## config.mk

```make
export PLATFORM = sky130hd
export DESIGN_NAME = bcd_addsub_unit
export DESIGN_NICKNAME = d
export VERILOG_FILES = /design/src/rtl/bcd_addsub_pkg.sv /design/src/rtl/bcd_digit_cell.sv /design/src/rtl/bcd_dec_path.sv /design/src/rtl/bcd_bin_path.sv /design/src/rtl/bcd_flag_gen.sv /design/src/rtl/bcd_addsub_unit.sv
export SDC_FILE = /design/constraint.sdc
export NUM_CORES = 1
export LEC_CHECK = 0
export BUFFER_PORTS_ARGS = -buffer_cell sky130_fd_sc_hd__buf_2
export CAP_MARGIN = 10
export CORE_MARGIN = 3
export CORE_UTILIZATION = 45
export DETAILED_ROUTE_END_ITERATION = 10
export HOLD_SLACK_MARGIN = 0.03
export PLACE_DENSITY = 0.78
export REMOVE_ABC_BUFFERS = 1
export SYNTH_ARGS = -nofsm -noshare
export SYNTH_HDL_FRONTEND = slang
export SYNTH_HIERARCHICAL = 1
export SYNTH_SLANG_ARGS = --single-unit
```

## constraint.sdc

```tcl
create_clock -name clk -period 0.8 [get_ports clk]
set_input_delay 0.16 -clock clk [delete_from_list [all_inputs] [get_ports clk]]
set_output_delay 0.16 -clock clk [all_outputs]
set_load 0.01 [all_outputs]
```

## src/rtl/bcd_addsub_pkg.sv

```systemverilog
package bcd_addsub_pkg;

  localparam int BCD_DIGIT_W = 4;
  localparam int BCD_RADIX   = 10;

  typedef struct packed {
    logic c;
    logic z;
    logic n;
    logic v;
  } alu_flags_t;

endpackage

```

## src/rtl/bcd_digit_cell.sv

```systemverilog
module bcd_digit_cell #(
  parameter int DW    = 4,
  parameter int RADIX = 10
) (
  input  logic [DW-1:0] a_dig,
  input  logic [DW-1:0] m_dig,
  input  logic          op_sub,
  input  logic          chain_in,
  output logic [DW-1:0] dig_out,
  output logic          chain_out
);

  localparam int RW = DW + 2;
  localparam logic [RW-1:0] RADIX_V = RW'(RADIX);

  logic [RW-1:0] add_raw;
  logic [RW-1:0] sub_raw;
  logic [RW-1:0] add_adj;
  logic [RW-1:0] sub_adj;

  always_comb begin
    add_raw = {2'b00, a_dig} + {2'b00, m_dig} + {{(RW-1){1'b0}}, chain_in};
    sub_raw = {2'b00, a_dig} - {2'b00, m_dig} - {{(RW-1){1'b0}}, chain_in};
    add_adj = add_raw - RADIX_V;
    sub_adj = sub_raw + RADIX_V;
    if (op_sub) begin
      chain_out = sub_raw[RW-1];
      dig_out   = chain_out ? sub_adj[DW-1:0] : sub_raw[DW-1:0];
    end else begin
      chain_out = (add_raw >= RADIX_V);
      dig_out   = chain_out ? add_adj[DW-1:0] : add_raw[DW-1:0];
    end
  end

endmodule

```

## src/rtl/bcd_dec_path.sv

```systemverilog
module bcd_dec_path #(
  parameter int DIGITS = 2,
  parameter int DW     = 4,
  parameter int RADIX  = 10
) (
  input  logic [DIGITS*DW-1:0] a_val,
  input  logic [DIGITS*DW-1:0] m_val,
  input  logic                 op_sub,
  input  logic                 carry_in,
  output logic [DIGITS*DW-1:0] res_val,
  output logic                 carry_out
);

  logic [DIGITS:0] chain;

  assign chain[0] = op_sub ? ~carry_in : carry_in;

  for (genvar g = 0; g < DIGITS; g++) begin : g_digit
    bcd_digit_cell #(
      .DW   (DW),
      .RADIX(RADIX)
    ) u_cell (
      .a_dig    (a_val[g*DW +: DW]),
      .m_dig    (m_val[g*DW +: DW]),
      .op_sub   (op_sub),
      .chain_in (chain[g]),
      .dig_out  (res_val[g*DW +: DW]),
      .chain_out(chain[g+1])
    );
  end

  assign carry_out = op_sub ? ~chain[DIGITS] : chain[DIGITS];

endmodule

```

## src/rtl/bcd_bin_path.sv

```systemverilog
module bcd_bin_path #(
  parameter int WIDTH = 8
) (
  input  logic [WIDTH-1:0] a_val,
  input  logic [WIDTH-1:0] m_val,
  input  logic             op_sub,
  input  logic             carry_in,
  output logic [WIDTH-1:0] res_val,
  output logic             carry_out
);

  logic [WIDTH-1:0] m_eff;

  assign m_eff = op_sub ? ~m_val : m_val;
  assign {carry_out, res_val} = {1'b0, a_val} + {1'b0, m_eff}
                              + {{WIDTH{1'b0}}, carry_in};

endmodule

```

## src/rtl/bcd_flag_gen.sv

```systemverilog
module bcd_flag_gen
  import bcd_addsub_pkg::*;
#(
  parameter int WIDTH = 8
) (
  input  logic [WIDTH-1:0] a_val,
  input  logic [WIDTH-1:0] m_val,
  input  logic [WIDTH-1:0] res_val,
  input  logic             op_sub,
  input  logic             carry,
  output alu_flags_t       flags
);

  localparam int MSB = WIDTH - 1;

  logic sign_ops_differ;
  logic sign_res_moved;

  always_comb begin
    sign_ops_differ = a_val[MSB] ^ m_val[MSB];
    sign_res_moved  = a_val[MSB] ^ res_val[MSB];
    flags.c = carry;
    flags.z = (res_val == '0);
    flags.n = res_val[MSB];
    flags.v = op_sub ? (sign_ops_differ & sign_res_moved)
                     : (~sign_ops_differ & sign_res_moved);
  end

endmodule

```

## src/rtl/bcd_addsub_unit.sv

```systemverilog
module bcd_addsub_unit
  import bcd_addsub_pkg::*;
#(
  parameter int DIGITS  = 2,
  parameter int DIGIT_W = BCD_DIGIT_W
) (
  input  logic                        clk,
  input  logic                        rst_n,
  input  logic                        op_valid,
  input  logic                        op_sub,
  input  logic                        dec_mode,
  input  logic                        carry_in,
  input  logic [DIGITS*DIGIT_W-1:0]   acc_in,
  input  logic [DIGITS*DIGIT_W-1:0]   mem_in,
  output logic [DIGITS*DIGIT_W-1:0]   res_out,
  output logic                        flag_c,
  output logic                        flag_z,
  output logic                        flag_n,
  output logic                        flag_v,
  output logic                        res_valid
);

  localparam int WIDTH = DIGITS * DIGIT_W;

  logic [WIDTH-1:0] bin_res;
  logic             bin_carry;
  logic [WIDTH-1:0] dec_res;
  logic             dec_carry;
  logic [WIDTH-1:0] sel_res;
  logic             sel_carry;
  alu_flags_t       flags_comb;

  logic [WIDTH-1:0] res_q,   res_d;
  alu_flags_t       flags_q, flags_d;
  logic             vld_q,   vld_d;

  bcd_bin_path #(.WIDTH(WIDTH)) u_bin (
    .a_val    (acc_in),
    .m_val    (mem_in),
    .op_sub   (op_sub),
    .carry_in (carry_in),
    .res_val  (bin_res),
    .carry_out(bin_carry)
  );

  bcd_dec_path #(
    .DIGITS(DIGITS),
    .DW    (DIGIT_W),
    .RADIX (BCD_RADIX)
  ) u_dec (
    .a_val    (acc_in),
    .m_val    (mem_in),
    .op_sub   (op_sub),
    .carry_in (carry_in),
    .res_val  (dec_res),
    .carry_out(dec_carry)
  );

  always_comb begin
    sel_res   = dec_mode ? dec_res   : bin_res;
    sel_carry = dec_mode ? dec_carry : bin_carry;
  end

  bcd_flag_gen #(.WIDTH(WIDTH)) u_flags (
    .a_val  (acc_in),
    .m_val  (mem_in),
    .res_val(sel_res),
    .op_sub (op_sub),
    .carry  (sel_carry),
    .flags  (flags_comb)
  );

  // next-state: load on a valid operation, otherwise hold
  always_comb begin
    res_d   = res_q;
    flags_d = flags_q;
    vld_d   = op_valid;
    if (op_valid) begin
      res_d   = sel_res;
      flags_d = flags_comb;
    end
  end

  always_ff @(posedge clk or negedge rst_n) begin
    if (!rst_n) begin
      res_q   <= '0;
      flags_q <= '0;
      vld_q   <= 1'b0;
    end else begin
      res_q   <= res_d;
      flags_q <= flags_d;
      vld_q   <= vld_d;
    end
  end

  assign res_out   = res_q;
  assign flag_c    = flags_q.c;
  assign flag_z    = flags_q.z;
  assign flag_n    = flags_q.n;
  assign flag_v    = flags_q.v;
  assign res_valid = vld_q;

  // digit validity, used only by the range check below
  logic [DIGITS-1:0] acc_dig_ok, mem_dig_ok, res_dig_ok;
  for (genvar g = 0; g < DIGITS; g++) begin : g_dig_ok
    assign acc_dig_ok[g] = (acc_in[g*DIGIT_W +: DIGIT_W]  < DIGIT_W'(BCD_RADIX));
    assign mem_dig_ok[g] = (mem_in[g*DIGIT_W +: DIGIT_W]  < DIGIT_W'(BCD_RADIX));
    assign res_dig_ok[g] = (res_out[g*DIGIT_W +: DIGIT_W] < DIGIT_W'(BCD_RADIX));
  end

  assert_valid_latency_R10: assert property (@(posedge clk) disable iff (!rst_n)
    op_valid |=> res_valid);

  assert_idle_no_valid_R10: assert property (@(posedge clk) disable iff (!rst_n)
    !op_valid |=> !res_valid);

  assert_hold_outputs_R11: assert property (@(posedge clk) disable iff (!rst_n)
    !op_valid |=> ($stable(res_out) && $stable(flag_c) && $stable(flag_z)
                   && $stable(flag_n) && $stable(flag_v)));

  assert_zero_flag_R7: assert property (@(posedge clk) disable iff (!rst_n)
    res_valid |-> (flag_z == (res_out == '0)));

  assert_neg_flag_R7: assert property (@(posedge clk) disable iff (!rst_n)
    res_valid |-> (flag_n == res_out[WIDTH-1]));

  assert_no_overflow_R8: assert property (@(posedge clk) disable iff (!rst_n)
    (op_valid && !op_sub && (acc_in[WIDTH-1] != mem_in[WIDTH-1])) |=> !flag_v);

  assert_equal_sub_R2: assert property (@(posedge clk) disable iff (!rst_n)
    (op_valid && op_sub && !dec_mode && carry_in && (acc_in == mem_in))
      |=> (flag_c && flag_z));

  assert_dec_digit_range_R4: assert property (@(posedge clk) disable iff (!rst_n)
    (op_valid && dec_mode && (&acc_dig_ok) && (&mem_dig_ok)) |=> (&res_dig_ok));

endmodule

```

### After elaboration in Yosys (flattened, before gate mapping)

Cells that the tools add are included.

* input bits: 22
* logic and storage cells: 45
* output and inout bits: 13
* register bits after elaboration: 13

* order comparisons: 2
* add/sub/neg operators: 14
* mux-type cells: 14
* reduce and logical (&&, ||, !) cells: 1
* bitwise gates (word level): 8

Operator list (number)
* $mux W4: 6
* $mux W8: 2
* $add A5 B1 Y6: 2
* $ge A6 B4 Y1 const B: 2
* $sub A5 B2 Y6: 2
* $add A4 B4 Y5: 2
* $sub A4 B4 Y5: 2
* $add A8 B8 Y9: 1
* $add A9 B1 Y9: 1
* $add A4 B4 Y4 const B: 2
* $logic_not A8 Y1: 1
* $not A8 Y8: 1
* $sub A4 B4 Y4 const B: 2
* $mux W1: 6
* $not A1 Y1: 3
* $and A1 B1 Y1: 2
* $xor A1 B1 Y1: 2

### Depth between registers and ports, before layout

* depth after elaboration: 13
* mapped depth: 21
* mapped depth without buffers: 21

### Hierarchy

Netlist, hierarchy kept.

By module, submodules not included
* bcd_addsub_unit: instances 1, seq. area each 325.3 um^2, area each 640.6 um^2, cells an instance 36
* bcd_digit_cell at u_dec.g_digit[1].u_cell: instances 1, seq. area each 0.0 um^2, area each 558.0 um^2, cells an instance 67
* bcd_digit_cell at u_dec.g_digit[0].u_cell: instances 1, seq. area each 0.0 um^2, area each 531.8 um^2, cells an instance 67
* bcd_bin_path: instances 1, seq. area each 0.0 um^2, area each 417.9 um^2, cells an instance 53
* bcd_flag_gen: instances 1, seq. area each 0.0 um^2, area each 68.8 um^2, cells an instance 9
* bcd_dec_path: instances 1, seq. area each 0.0 um^2, area each 17.5 um^2, cells an instance 2

### Least setup slack after synthesis

No wires, ideal clock.

* path kind: input-to-reg
* start: input op_sub
* end: register flags_q (netlist bit flag_z)
* path buffers: 0
* slack: -3774 ps
* required time: 736 ps
* stages: 20
* arrival time: 4510 ps
* setup time: 64 ps
* cells stage by stage: xor2_1 inv_1 fa_1 fa_1 xnor2_1 and2_4 o21ai_0 mux2_2 inv_1 fa_1 fa_1 xnor2_1 ha_1 a211o_1 nand2_1 o21ai_0 mux2_4 or4_1 nor2_1 mux2_2

RTL lines
* start, declared: line bcd_addsub_unit.sv:10 `input logic op_sub,`
* end signal, assigned: line bcd_addsub_unit.sv:91 `flags_q <= flags_d;`
* end, declared: line bcd_addsub_unit.sv:34 `alu_flags_t flags_q, flags_d;`

==> reports/results.txt <==
Synthesized netlist cell count - 234
Fmax - 231 MHz
Die width - 76.5 um
Total power - 0.00680 W
Critical Path AT - 4460 ps
N_diodes - 0
Distinct cell type count after synthesis - 47
Placed inst area - 2890 um^2
Layout cells sized above 1 - 55.7%
Clock skew - 0 ps
IO buf count - 34
Vias - 2324
Hold/Removal Path Class - in -> reg
Cell Pwr Density - 1890 nW/um^2
Cell Area, Synth - 2230 um^2
Core area - 4750 um^2
Largest cells by area after synthesis - ha_1 (16%), dfrtp_1 (15%), mux2_4 (11%)
Leading area contributor after synthesis - ha_1
Antenna Nets Post-Route - 0
Worst IR drop on VDD - 0.867 mV
WS Path Type - in -> reg
Grt peak-use layer - met2
Met1 usage - 26.0%
Mapped Avg Cell Area - 9.55 um^2
Worst-Margin Slew - 426 ps
Max-slew headroom - 71.6%
Pin count of the biggest net entering global routing - 14
Ys flop type - dfrtp_1
RSZ-0062 raised after global routing - yes
Routability cong. - 0.825
Setup-failing EPs final - 25
Sum Neg Setup Slack - -34970 ps
Worst-path fanout max - 3
Max Cap Viol - 0
Worst-Skew Late Latency - 240 ps
Initial antenna violation count - 0
Residual DRC - 0
Rows - 25
Finished Cell Area - 3600 um^2
Period utilisation layout - 542%
Full die area - 5850 um^2
Max clock buf depth - 2
Worst setup SP type - primary input
TritonCTS clock tree - yes
Pleak - 1.87 nW
Total track usage - 24.2%
CTS Buf Count - 3
Fin. Hold Viols - 0
Root buf cell - clkbuf_8
Routed len/inst - 18.7 um
Worst setup EP type - flop
Failing checks - negative setup slack
Initial core utilization - 47.0%
Share of the synthesized area in the top cell type - 16.2%
Minimum clock period - 4340 ps
Number of H-tree levels - 1
Fraction of registers with async set/reset - 100%
Most frequent cells in the layout - buf_4 (74), buf_2 (30), inv_1 (27)
Post-synth EDFFs - 0
Slew Limit Fails - 0
Most common cell after layout, fill and taps aside - buf_4
Vias per cell - 5.43
Met2 Use GR - 46.4%
Post-layout nets - 421
Initial DRC Count - 151
DR pass1 iterations - 4
Clk slew on worst S/H paths - 50 ps
First-pass GRT wire length - 11500 um
Vias in the first global route - 2424
Congestion Overflow GR - 0
Synth Warn # - 6
DP Worst Slack - -4160 ps
Post-detail-place hpwl - 4200 um
Routing usage on met3 - 3.78%
WL final - 8010 um
Final Worst Setup Slack - -3540 ps
I/O pin cnt - 35
Synth-to-layout area growth - 61.1%
#FFs+latches synth - 13
Outcome - finished, violations left
Post-synthesis sequential area ratio - 14.6%
Worst EP required - 930 ps
Clk sinks - 13
Die Y - 76.5 um
## where the power goes
part | internal (W) | total, W | switching (W)
Combinational | 0.00294 | 0.00522 | 0.00227
Sequential | 0.000875 | 0.000995 | 0.000120
Clock | 0.000352 | 0.000587 | 0.000235
## sequential cells by signal (all words and copies together) (netlist names)
signal / flops
flag_z: 1
flag_v: 1
res_out: 8
flag_n: 1
res_valid: 1
flag_c: 1
## worst paths after layout
kind                       depth (start not counted)  slack (ps)              startpoint                     end
setup / recovery                                  22       -3540                  op_sub      flag_v$_DFFE_PN0P_
hold / removal                                     2         230                op_valid     res_valid$_DFF_PN0_
setup reg to reg                                   2        -130      flag_z$_DFFE_PN0P_      flag_z$_DFFE_PN0P_
hold reg to reg                                    2         590  res_out[6]$_DFFE_PN0P_  res_out[6]$_DFFE_PN0P_
max in group asynchronous                          2         250                   rst_n      flag_v$_DFFE_PN0P_
min in group asynchronous                          2         320                   rst_n  res_out[3]$_DFFE_PN0P_
## worst max-delay path, stage by stage
cell	delay [ps]
buf_8	110
xor2_2	160
inv_1	100
fa_2	390
fa_2	390
o21bai_1	230
a21oi_1	140
o21ai_2	80
mux2_4	170
inv_2	40
fa_2	350
fa_2	410
xnor2_4	190
and2_4	170
a211o_1	320
nand2_1	90
o21ai_2	70
mux2_4	280
buf_6	130
or2b_1	160
mux2i_1	70
mux2_4	260
## layer usage
layer  vias up  part of all wire [%]
li1       1038                     -
met1      1154                    39
met2       105                    54
met3        27                   4.1
met4         0                   3.3
met5         -                     0
## Yosys cell counts, types with 3 or more instances
cell type and count:
inv_1 31, ha_1 29, mux2_4 16, xnor2_1 16
nor2_1 14, dfrtp_1 13, xor2_1 13, a21oi_1 10
fa_1 8, nand2_1 8, mux2_2 6, mux2i_1 6
buf_4 4, nand3_1 4, o21ai_0 4, o21bai_1 4
a211o_1 3, buf_6 3, o21a_1 3, o21ai_1 3
o21ai_2 3, or2b_1 3
## area by class of cell
| type | instances | area [um^2] |
|---|---|---|
| Fill cell | 297 | 1150 |
| Tap cell | 67 | 83.8 |
| Timing Repair Buffer | 131 | 1050 |
| Multi-Input combinational cell | 182 | 1970 |
| Inverter | 31 | 121 |
| Clock buffer | 4 | 45.0 |
| Sequential cell | 13 | 325 |
## cells by family (layout without fill, tap and decap cells)
group,Yosys count,count (layout),synth area share (%)
AOI/OAI and AO/OA,43,43,13.7
xor gates and xnor gates,31,31,13.1
adders and majority gates,37,37,23.4
buffers and inverters,39,166,8.29
DFF,13,13,14.6
muxes,28,28,16.5
and+or+nand+nor,43,43,10.5
## through the flow
stage	hold slack, ps	std cells	utilization (%)
floorplan	-136	226	-
global placement	51.0	388	60.8
detailed placement	55.1	388	60.8
CTS	215	420	72.4
global route	234	428	75.7
finish	231	428	75.7
## repair_timing
action	4_1_cts	5_1_grt
buffers inserted	33	15
pin swaps	29	21
setup endpoints to repair	25	25
gates cloned	1	0
hold buffers	1	0
endpoints found under the hold margin	13	0
resized for setup	60	28
No activity file was read; power rests on OpenSTA's default activity.
